`src/rtl/baud_pkg.sv`:
```
package baud_pkg;
  typedef enum logic [1:0] {
    REG_DIV_LO = 2'd0,
    REG_DIV_HI = 2'd1,
    REG_CTRL   = 2'd2,
    REG_SPARE  = 2'd3
  } baud_reg_e;
endpackage

```
`src/rtl/baud_rst_sync.sv`:
```
module baud_rst_sync #(
  parameter int STAGES = 2
) (
  input  logic clk_i,
  input  logic rst_n_i,
  output logic rst_n_o
);
  logic [STAGES-1:0] sync_q;
  logic [STAGES-1:0] sync_d;

  always_comb begin
    sync_d = {sync_q[STAGES-2:0], 1'b1};
  end

  always_ff @(posedge clk_i or negedge rst_n_i) begin
    if (!rst_n_i) sync_q <= '0;
    else          sync_q <= sync_d;
  end

  assign rst_n_o = sync_q[STAGES-1];
endmodule

```
`src/rtl/baud_cfg_regs.sv`:
```
module baud_cfg_regs
  import baud_pkg::*;
#(
  parameter int BYTE_W = 8,
  localparam int DIV_W = 2 * BYTE_W
) (
  input  logic              clk_i,
  input  logic              rst_n_raw_i,
  input  logic              rst_n_i,
  input  logic              strap_i,
  input  logic              wr_en_i,
  input  logic [1:0]        wr_addr_i,
  input  logic [BYTE_W-1:0] wr_data_i,
  output logic [DIV_W-1:0]  divisor_o,
  output logic              pre_sel_o,
  output logic              restart_o
);
  localparam int SEL_BIT = BYTE_W - 1;

  logic [BYTE_W-1:0] lo_q, lo_d;
  logic [BYTE_W-1:0] hi_q, hi_d;
  logic              sel_q, sel_d;
  logic              rst_q, rst_d;
  logic              wr_lo, wr_hi, wr_ctl;

  always_comb begin
    wr_lo  = wr_en_i && (baud_reg_e'(wr_addr_i) == REG_DIV_LO);
    wr_hi  = wr_en_i && (baud_reg_e'(wr_addr_i) == REG_DIV_HI);
    wr_ctl = wr_en_i && (baud_reg_e'(wr_addr_i) == REG_CTRL);
    lo_d   = wr_lo ? wr_data_i : lo_q;
    hi_d   = wr_hi ? wr_data_i : hi_q;
    rst_d  = wr_lo || wr_hi || wr_ctl;
    if (!rst_n_i)    sel_d = strap_i;
    else if (wr_ctl) sel_d = wr_data_i[SEL_BIT];
    else             sel_d = sel_q;
  end

  always_ff @(posedge clk_i or negedge rst_n_i) begin
    if (!rst_n_i) begin
      lo_q  <= '0;
      hi_q  <= '0;
      rst_q <= 1'b0;
    end else begin
      lo_q  <= lo_d;
      hi_q  <= hi_d;
      rst_q <= rst_d;
    end
  end

  always_ff @(posedge clk_i or negedge rst_n_raw_i) begin
    if (!rst_n_raw_i) sel_q <= 1'b0;
    else              sel_q <= sel_d;
  end

  assign divisor_o = {hi_q, lo_q};
  assign pre_sel_o = sel_q;
  assign restart_o = rst_q;

  AST_STRAP_CAPTURE: assert property (@(posedge clk_i) disable iff (!rst_n_raw_i)
    $rose(rst_n_i) |-> (sel_q == $past(strap_i)));
  AST_CTRL_WRITE: assert property (@(posedge clk_i) disable iff (!rst_n_i)
    wr_ctl |=> (sel_q == $past(wr_data_i[SEL_BIT])));
  AST_SPARE_QUIET: assert property (@(posedge clk_i) disable iff (!rst_n_i)
    (wr_en_i && wr_addr_i == 2'd3) |=> ($stable(divisor_o) && !restart_o));
endmodule

```
`src/rtl/baud_prescale.sv`:
```
module baud_prescale #(
  parameter int RATIO = 4,
  localparam int PW = (RATIO > 1) ? $clog2(RATIO) : 1
) (
  input  logic clk_i,
  input  logic rst_n_i,
  input  logic sel_i,
  input  logic restart_i,
  output logic en_o
);
  localparam logic [PW-1:0] LAST = PW'(RATIO - 1);

  logic [PW-1:0] cnt_q, cnt_d;

  always_comb begin
    if (restart_i)          cnt_d = '0;
    else if (cnt_q == LAST) cnt_d = '0;
    else                    cnt_d = cnt_q + 1'b1;
  end

  always_ff @(posedge clk_i or negedge rst_n_i) begin
    if (!rst_n_i) cnt_q <= '0;
    else          cnt_q <= cnt_d;
  end

  assign en_o = sel_i ? (cnt_q == LAST) : 1'b1;

  AST_PRE_GAP: assert property (@(posedge clk_i) disable iff (!rst_n_i)
    (sel_i && en_o) |=> (!en_o || !sel_i));
endmodule

```
`src/rtl/baud_divider.sv`:
```
module baud_divider #(
  parameter int DIV_W = 16
) (
  input  logic             clk_i,
  input  logic             rst_n_i,
  input  logic             en_i,
  input  logic             restart_i,
  input  logic [DIV_W-1:0] divisor_i,
  output logic             tick_o
);
  logic [DIV_W-1:0] cnt_q, cnt_d;
  logic             tick_q, tick_d;
  logic             at_one;

  always_comb begin
    at_one = (cnt_q == DIV_W'(1));
    if (restart_i)
      cnt_d = divisor_i;
    else if (en_i && (cnt_q <= DIV_W'(1)))
      cnt_d = divisor_i;
    else if (en_i)
      cnt_d = cnt_q - 1'b1;
    else
      cnt_d = cnt_q;
    tick_d = en_i && !restart_i && at_one && (divisor_i != '0);
  end

  always_ff @(posedge clk_i or negedge rst_n_i) begin
    if (!rst_n_i) begin
      cnt_q  <= '0;
      tick_q <= 1'b0;
    end else begin
      cnt_q  <= cnt_d;
      tick_q <= tick_d;
    end
  end

  assign tick_o = tick_q;

  AST_ZERO_SILENT: assert property (@(posedge clk_i) disable iff (!rst_n_i)
    $past(divisor_i == '0) |-> !tick_o);
  AST_RESTART_QUIET: assert property (@(posedge clk_i) disable iff (!rst_n_i)
    restart_i |=> !tick_o);
  AST_TICK_GATED: assert property (@(posedge clk_i) disable iff (!rst_n_i)
    tick_o |-> $past(en_i));
  AST_SINGLE_PULSE: assert property (@(posedge clk_i) disable iff (!rst_n_i)
    (tick_o && divisor_i != DIV_W'(1)) |=> !tick_o);
endmodule

```
`src/rtl/baud_tick_gen.sv`:
```
module baud_tick_gen #(
  parameter int BYTE_W    = 8,
  parameter int PRE_RATIO = 4,
  parameter int SYNC_LEN  = 2
) (
  input  logic              clk_i,
  input  logic              rst_n_i,
  input  logic              clk_sel_strap_i,
  input  logic              wr_en_i,
  input  logic [1:0]        wr_addr_i,
  input  logic [BYTE_W-1:0] wr_data_i,
  output logic              baud_tick_o
);
  localparam int DIV_W = 2 * BYTE_W;

  logic             rst_n_int;
  logic [DIV_W-1:0] divisor;
  logic             pre_sel;
  logic             restart;
  logic             pre_en;

  baud_rst_sync #(.STAGES(SYNC_LEN)) i_rst_sync (
    .clk_i   (clk_i),
    .rst_n_i (rst_n_i),
    .rst_n_o (rst_n_int)
  );

  baud_cfg_regs #(.BYTE_W(BYTE_W)) i_cfg (
    .clk_i       (clk_i),
    .rst_n_raw_i (rst_n_i),
    .rst_n_i     (rst_n_int),
    .strap_i     (clk_sel_strap_i),
    .wr_en_i     (wr_en_i),
    .wr_addr_i   (wr_addr_i),
    .wr_data_i   (wr_data_i),
    .divisor_o   (divisor),
    .pre_sel_o   (pre_sel),
    .restart_o   (restart)
  );

  baud_prescale #(.RATIO(PRE_RATIO)) i_pre (
    .clk_i     (clk_i),
    .rst_n_i   (rst_n_int),
    .sel_i     (pre_sel),
    .restart_i (restart),
    .en_o      (pre_en)
  );

  baud_divider #(.DIV_W(DIV_W)) i_div (
    .clk_i     (clk_i),
    .rst_n_i   (rst_n_int),
    .en_i      (pre_en),
    .restart_i (restart),
    .divisor_i (divisor),
    .tick_o    (baud_tick_o)
  );

  AST_RESET_QUIET: assert property (@(posedge clk_i)
    !rst_n_int |-> !baud_tick_o);
endmodule

```
`config.mk`:
```
export PLATFORM = sky130hd
export DESIGN_NAME = baud_tick_gen
export DESIGN_NICKNAME = d
export VERILOG_FILES = /design/src/rtl/baud_pkg.sv /design/src/rtl/baud_rst_sync.sv /design/src/rtl/baud_cfg_regs.sv /design/src/rtl/baud_prescale.sv /design/src/rtl/baud_divider.sv /design/src/rtl/baud_tick_gen.sv
export SDC_FILE = /design/constraint.sdc
export NUM_CORES = 1
export LEC_CHECK = 0
export BUFFER_PORTS_ARGS = -buffer_cell sky130_fd_sc_hd__buf_2
export CORE_MARGIN = 1.5
export CORE_UTILIZATION = 35
export CTS_CLUSTER_DIAMETER = 60
export CTS_CLUSTER_SIZE = 30
export DETAILED_ROUTE_END_ITERATION = 8
export GPL_TIMING_DRIVEN = 0
export SLEW_MARGIN = 15
export SYNTH_ARGS = -nofsm -noshare
export SYNTH_HDL_FRONTEND = slang
export SYNTH_SLANG_ARGS = --single-unit
```
`constraint.sdc`:
```
create_clock -name clk_i -period 2.8 [get_ports clk_i]
set_clock_uncertainty 0.2 [all_clocks]
set_input_delay 0.14 -clock clk_i [delete_from_list [all_inputs] [get_ports clk_i]]
set_output_delay 0.14 -clock clk_i [all_outputs]
set_load 0.05 [all_outputs]
```
* Yosys cells after proc, flatten, opt, wreduce, memory -nomap -nowiden
Cells that the tools add are included.
** Storage, ports and cells
- Bits in registers :: 39
- Latch bits :: 0
- Memory bits (writable) :: 0
- ROM bits :: 0
- Input port bits :: 14
- Output and inout bits :: 1
- Logic and storage cells :: 37
- Memories kept :: 0
** Operators by class
- $add $sub $neg :: 2
- $mul :: 0
- Divide/modulo/power cells :: 0
- Order comparisons :: 1
- Eq/ne operators :: 5
- Shift operators :: 0
- Muxes and demuxes :: 8
- Bitwise gates (word level) :: 0
- Reduce and logical (&&, ||, !) cells :: 13
** Operators with widths (count)
- $mux 16 :: 3
- $eq 16x1->1 const B :: 1
- $le 16x1->1 const B :: 1
- $reduce_bool 16->1 :: 1
- $sub 16x1->16 const B :: 1
- $logic_and 1x1->1 :: 7
- $eq 2x2->1 const B :: 2
- $mux 2 :: 2
- $mux 1 :: 3
- $reduce_bool 3->1 :: 1
- $add 2x1->2 const B :: 1
- $eq 2x1->1 const B :: 1
- $logic_not 2->1 :: 1
- $logic_or 1x1->1 :: 2
- $ne 2x1->1 const B :: 1
- $logic_not 1->1 :: 1

* Depth between registers and ports, before layout
- Word-level depth :: 5
- Gate-level depth with buffers :: 7
- Depth with buffers taken out :: 6

* Modules after synthesis
Synthesis repeated with hierarchy kept, for this count alone.
** Unflattened totals
- Cell total of the unflattened synthesis :: 189
- Area total of the unflattened synthesis :: 2083.2 µm²
** Modules (own cells, without submodules)
- baud_divider :: instances 1, cells an instance 139, area an instance 1249.9 µm², sequential area each 425.4 µm²
- baud_cfg_regs :: instances 1, cells an instance 41, area an instance 694.4 µm², sequential area each 450.4 µm²
- baud_prescale :: instances 1, cells an instance 6, area an instance 85.1 µm², sequential area each 50.0 µm²
- baud_rst_sync :: instances 1, cells an instance 3, area an instance 53.8 µm², sequential area each 50.0 µm²

* Worst setup path after synthesis
OpenSTA, ideal clock, no wires.
- Path kind :: reg2reg
- Start point :: reg i_div.cnt_q[10]
- End point :: reg i_div.cnt_q[4]
- Library setup time :: 0.121 ns
- Arrival :: 2.117 ns
- Data required time :: 2.479 ns
- Path slack :: 0.361 ns
- Cell stages (with the launch flop) :: 7
- Path buffers :: 1
- Period minus slack after synthesis :: 2.439 ns
- Cells stage by stage :: dfrtp_1 > or4_1 > buf_2 > nor4b_4 > a31oi_2 > mux2_1 > o22a_1
** Between the ends
- Cells in the longest elaborated chain, start to end :: 4
- Elaborated cells between the ends (all ways) :: 5
- Those cells by class :: order compare (1); mux (2); reduce/logical (2)
** Ends and longest elaborated chain
- start, declared :: RTL line baud_divider.sv:11 : logic [DIV_W-1:0] cnt_q, cnt_d;
- start signal, assigned :: RTL line baud_divider.sv:33 : cnt_q <= cnt_d;
- $le 16x1->1 (*) :: RTL line baud_divider.sv:19 : else if (en_i && (cnt_q <= DIV_W'(1)))
- $logic_and 1x1->1 (*) :: RTL line baud_divider.sv:19
- $mux 16 :: RTL line baud_divider.sv:19
- $mux 16 :: RTL line baud_divider.sv:17 : if (restart_i)
Mark *: on every way between the ends. The rest lies on a longest branch, timed or not.
A chain may end at the register's enable or synchronous reset.

* Final worst setup path
- Start point :: reg i_div.cnt_q[10]
- End point :: reg i_div.cnt_q[3]
Same word-level chain as after synthesis.

==> impl_metrics.yaml <==
sta:
  fin_setup_tns_ps: 0
  drv_slew: 0
  relSlewSlack_pct: 50.5
  grt_setup_unrepaired: "no"
  hold_slack_ps: 48.7
  finalSetupViolCount: 0
  period_share_pct: 95.1
  final_hold_viol_count: 0
  fin_crit_ps: 2660
  tightest_slew_ps: 740
  fmax_ghz: 0.376
  setup_slack_ps: 137
logic_synthesis:
  synth_simple_gate_area_share_pct: 20.1
  yosys-mux-area-fraction_pct: 11.8
  synth.area.top_cells: "dfrtp_1 49%, mux2_2 9.1%, nor2_1 2.7%"
  synthXorXnorAreaFrac_pct: 0.443
  synthFlopType: "dfrtp_1"
  synth_nets: 201
  seq_area_frac_synth_pct: 49.3
  syn_inst: 184
  synth_compound_area_share_pct: 14.1
  ys_ff_latch: 39
  ys_warn_count: 0
  synth_top_cell_by_area: "dfrtp_1"
  synth_edf_count: 0
  syn_avg_cell_area_um2: 10.8
  async_reset_ff_share_pct: 100
  yosysTopAreaCellShare_pct: 49.3
  synth.cell_area_um2: 1980
  synthAdderAreaFrac_pct: 1.90
  ys_types: 48
  synth_top_family_by_area: "simple AND/OR/NAND/NOR gates"
route:
  wl_per_cell_um: 15.5
  vias_per_cell: 5.36
  ant_nets: 0
  first_iter_violations: 105
  via_count: 1581
  dr.pass1.iters: 4
  wl_um: 4580
  drc: 0
final_layout:
  final_common_cell: "dfrtp_1"
  final_layout_size_suffix_gt1_share_pct: 21.5
  final_util_pct: 44.0
  antenna_cells: 0
  nNetsFinal: 239
  syn2layout_area_growth_pct: 21.8
  layout_common_cells: "38 x dfrtp_1, 16 x buf_2, 16 x mux2_2, 16 x dlygate4sd3_1, 14 x nor2_1"
placement:
  port-buffer-count: 14
  place.gp.congestion: 0.824
  hpwl_um: 3290
  place_ws_ps: 159
die:
  die_w_um: 78.2
  initial_core_util_pct: 36.1
  die_h_um: 78.2
  ios: 15
  die_area_um2: 6110
  num_rows: 27
  fp.coreArea_um2: 5470
power_and_ir_drop:
  p_total_w: 0.00165
  ir_drop_v: 0.000394
  power_density_nw_per_um2: 685
  power_leakage_nw: 0.941
clocking:
  cts_buffers: 5
  root_buffer: "clkbuf_8"
  cts_resized: 0
  clk_latency_ps: 290
  cts_max_level: 2
  cts.sinks: 39
  post-cts-setup-buffer-count: 0
  cts_buffer_depth: 2
  cts.reportedPaths.clkPinSlew_ps: 80
  cts_tree: "done"
grt:
  use_met3_pct: 3.14
  grt_use_met1_pct: 22.7
  grt_max_degree: 26
  busiest_layer: "met2"
  first_global_vias: 1502
  grt_antenna_before_repair: 0
  track_usage_pct: 16.4
  grt_pass1_wl_um: 7780
  use_met2_pct: 26.5
  overflow: 0
worst_setup_path:
  critPathKind: "reg -> reg"
  worstPathArrival_ps: 2610
  startpoint_type: "flop"
  r2r_slack_ps: 140
  cp_max_fo: 10
  critPathCaptureType: "flop"
  crit_required_ps: 2750
worst_hold_path:
  hp-class: "reg -> async"
outcome:
  status: "complete, no violations"
flow_run:
  drv_cap: 0
-- synthesized netlist by cell type, types with 2 or more instances --
cell type	count
nor3_1	9
a21oi_1	8
ha_1	3
o311ai_0	3
or3_1	2
nor2b_1	3
nor4_1	8
mux2_2	16
a22oi_1	3
o22a_1	2
nand3b_1	2
or4_1	3
nand4_1	2
nor2_1	14
nand2b_1	2
nand3_1	6
o21ai_0	6
a211o_1	2
clkbuf_1	3
o32a_1	2
buf_2	2
mux2_1	2
a21boi_0	2
mux2i_1	3
nand2_1	12
and2_1	2
dfrtp_1	39
inv_1	3
-- per-stage QoR --
step	cell area, µm²	std cells
floorplan	1980	184
global placement	2140	270
detailed placement	2160	271
CTS	2410	295
global route	2410	295
finish	2410	295
-- per-layer routing --
metal | part of all wire [%] | routed length [µm] | vias to the layer above
met4 | 0.81 | 37 | 0
met3 | 3.8 | 176 | 5
li1 | - | - | 770
met2 | 48 | 2220 | 37
met5 | 0 | 0 | -
met1 | 47 | 2150 | 769
-- critical path, cell delays in order (launching register included) --
cell      delay [ps]
dfrtp_1          450
or4_1            520
buf_2            170
nor4b_4          400
a31oi_2          220
buf_2            240
o311ai_0         120
o221ai_1         190
-- sequential cells by signal, summed over array words and instances, names as in the netlist --
| signal | cells |
|---|---|
| i_pre.cnt_q | 2 |
| i_div.cnt_q | 16 |
| i_cfg.hi_q | 8 |
| i_cfg.restart_o | 1 |
| i_cfg.pre_sel_o | 1 |
| i_div.tick_o | 1 |
| i_cfg.lo_q | 8 |
| i_rst_sync.sync_q | 2 |
-- power by group --
group	switching, W	total [W]	internal (W)
sequential	0.000159	0.000858	0.000699
clock	0.000196	0.000370	0.000174
combinational	0.000213	0.000422	0.000209
-- cell families after synthesis --
| family | after synthesis |
|---|---|
| flip-flops | 39 |
| AO/OA/AOI/OAI | 38 |
| AND/OR/NAND/NOR | 71 |
| buffers and inverters | 10 |
| multiplexers | 21 |
| XOR/XNOR | 1 |
| adder cells (fa/ha/maj) | 3 |
| other | 1 |
-- worst paths after layout --
kind,from,endpoint,cells after the start
setup / recovery,i_div.cnt_q[10]$_DFFE_PN0P_,i_div.cnt_q[3]$_DFFE_PN0P_,7
setup reg to reg,i_div.cnt_q[10]$_DFFE_PN0P_,i_div.cnt_q[3]$_DFFE_PN0P_,7
hold / removal,i_rst_sync.sync_q[1]$_DFF_PN0_,i_cfg.hi_q[3]$_DFFE_PN0P_,1
hold reg to reg,i_rst_sync.sync_q[1]$_DFF_PN0_,i_cfg.hi_q[3]$_DFFE_PN0P_,1
min in group clk_i,i_rst_sync.sync_q[0]$_DFF_PN0_,i_rst_sync.sync_q[1]$_DFF_PN0_,0
max in group asynchronous,i_rst_sync.sync_q[1]$_DFF_PN0_,i_div.cnt_q[14]$_DFFE_PN0P_,1
-- cell type report --
cell class,instances,area [µm²]
fillers,560,3060
flip-flops and latches,39,977
multi-input cells,135,963
repair buffers,31,250
well taps,72,90.1
clock buffers,6,72.6
plain buffers,7,32.5
clock inverters,2,12.5
inverters,3,11.3
-- repair_timing --
action | 4_1_cts | 5_1_grt
endpoints found under the hold margin | 32 | 0
setup endpoints to repair | 0 | 0
hold buffers | 16 | 0
Note: power is estimated with default switching activity, not from simulation.
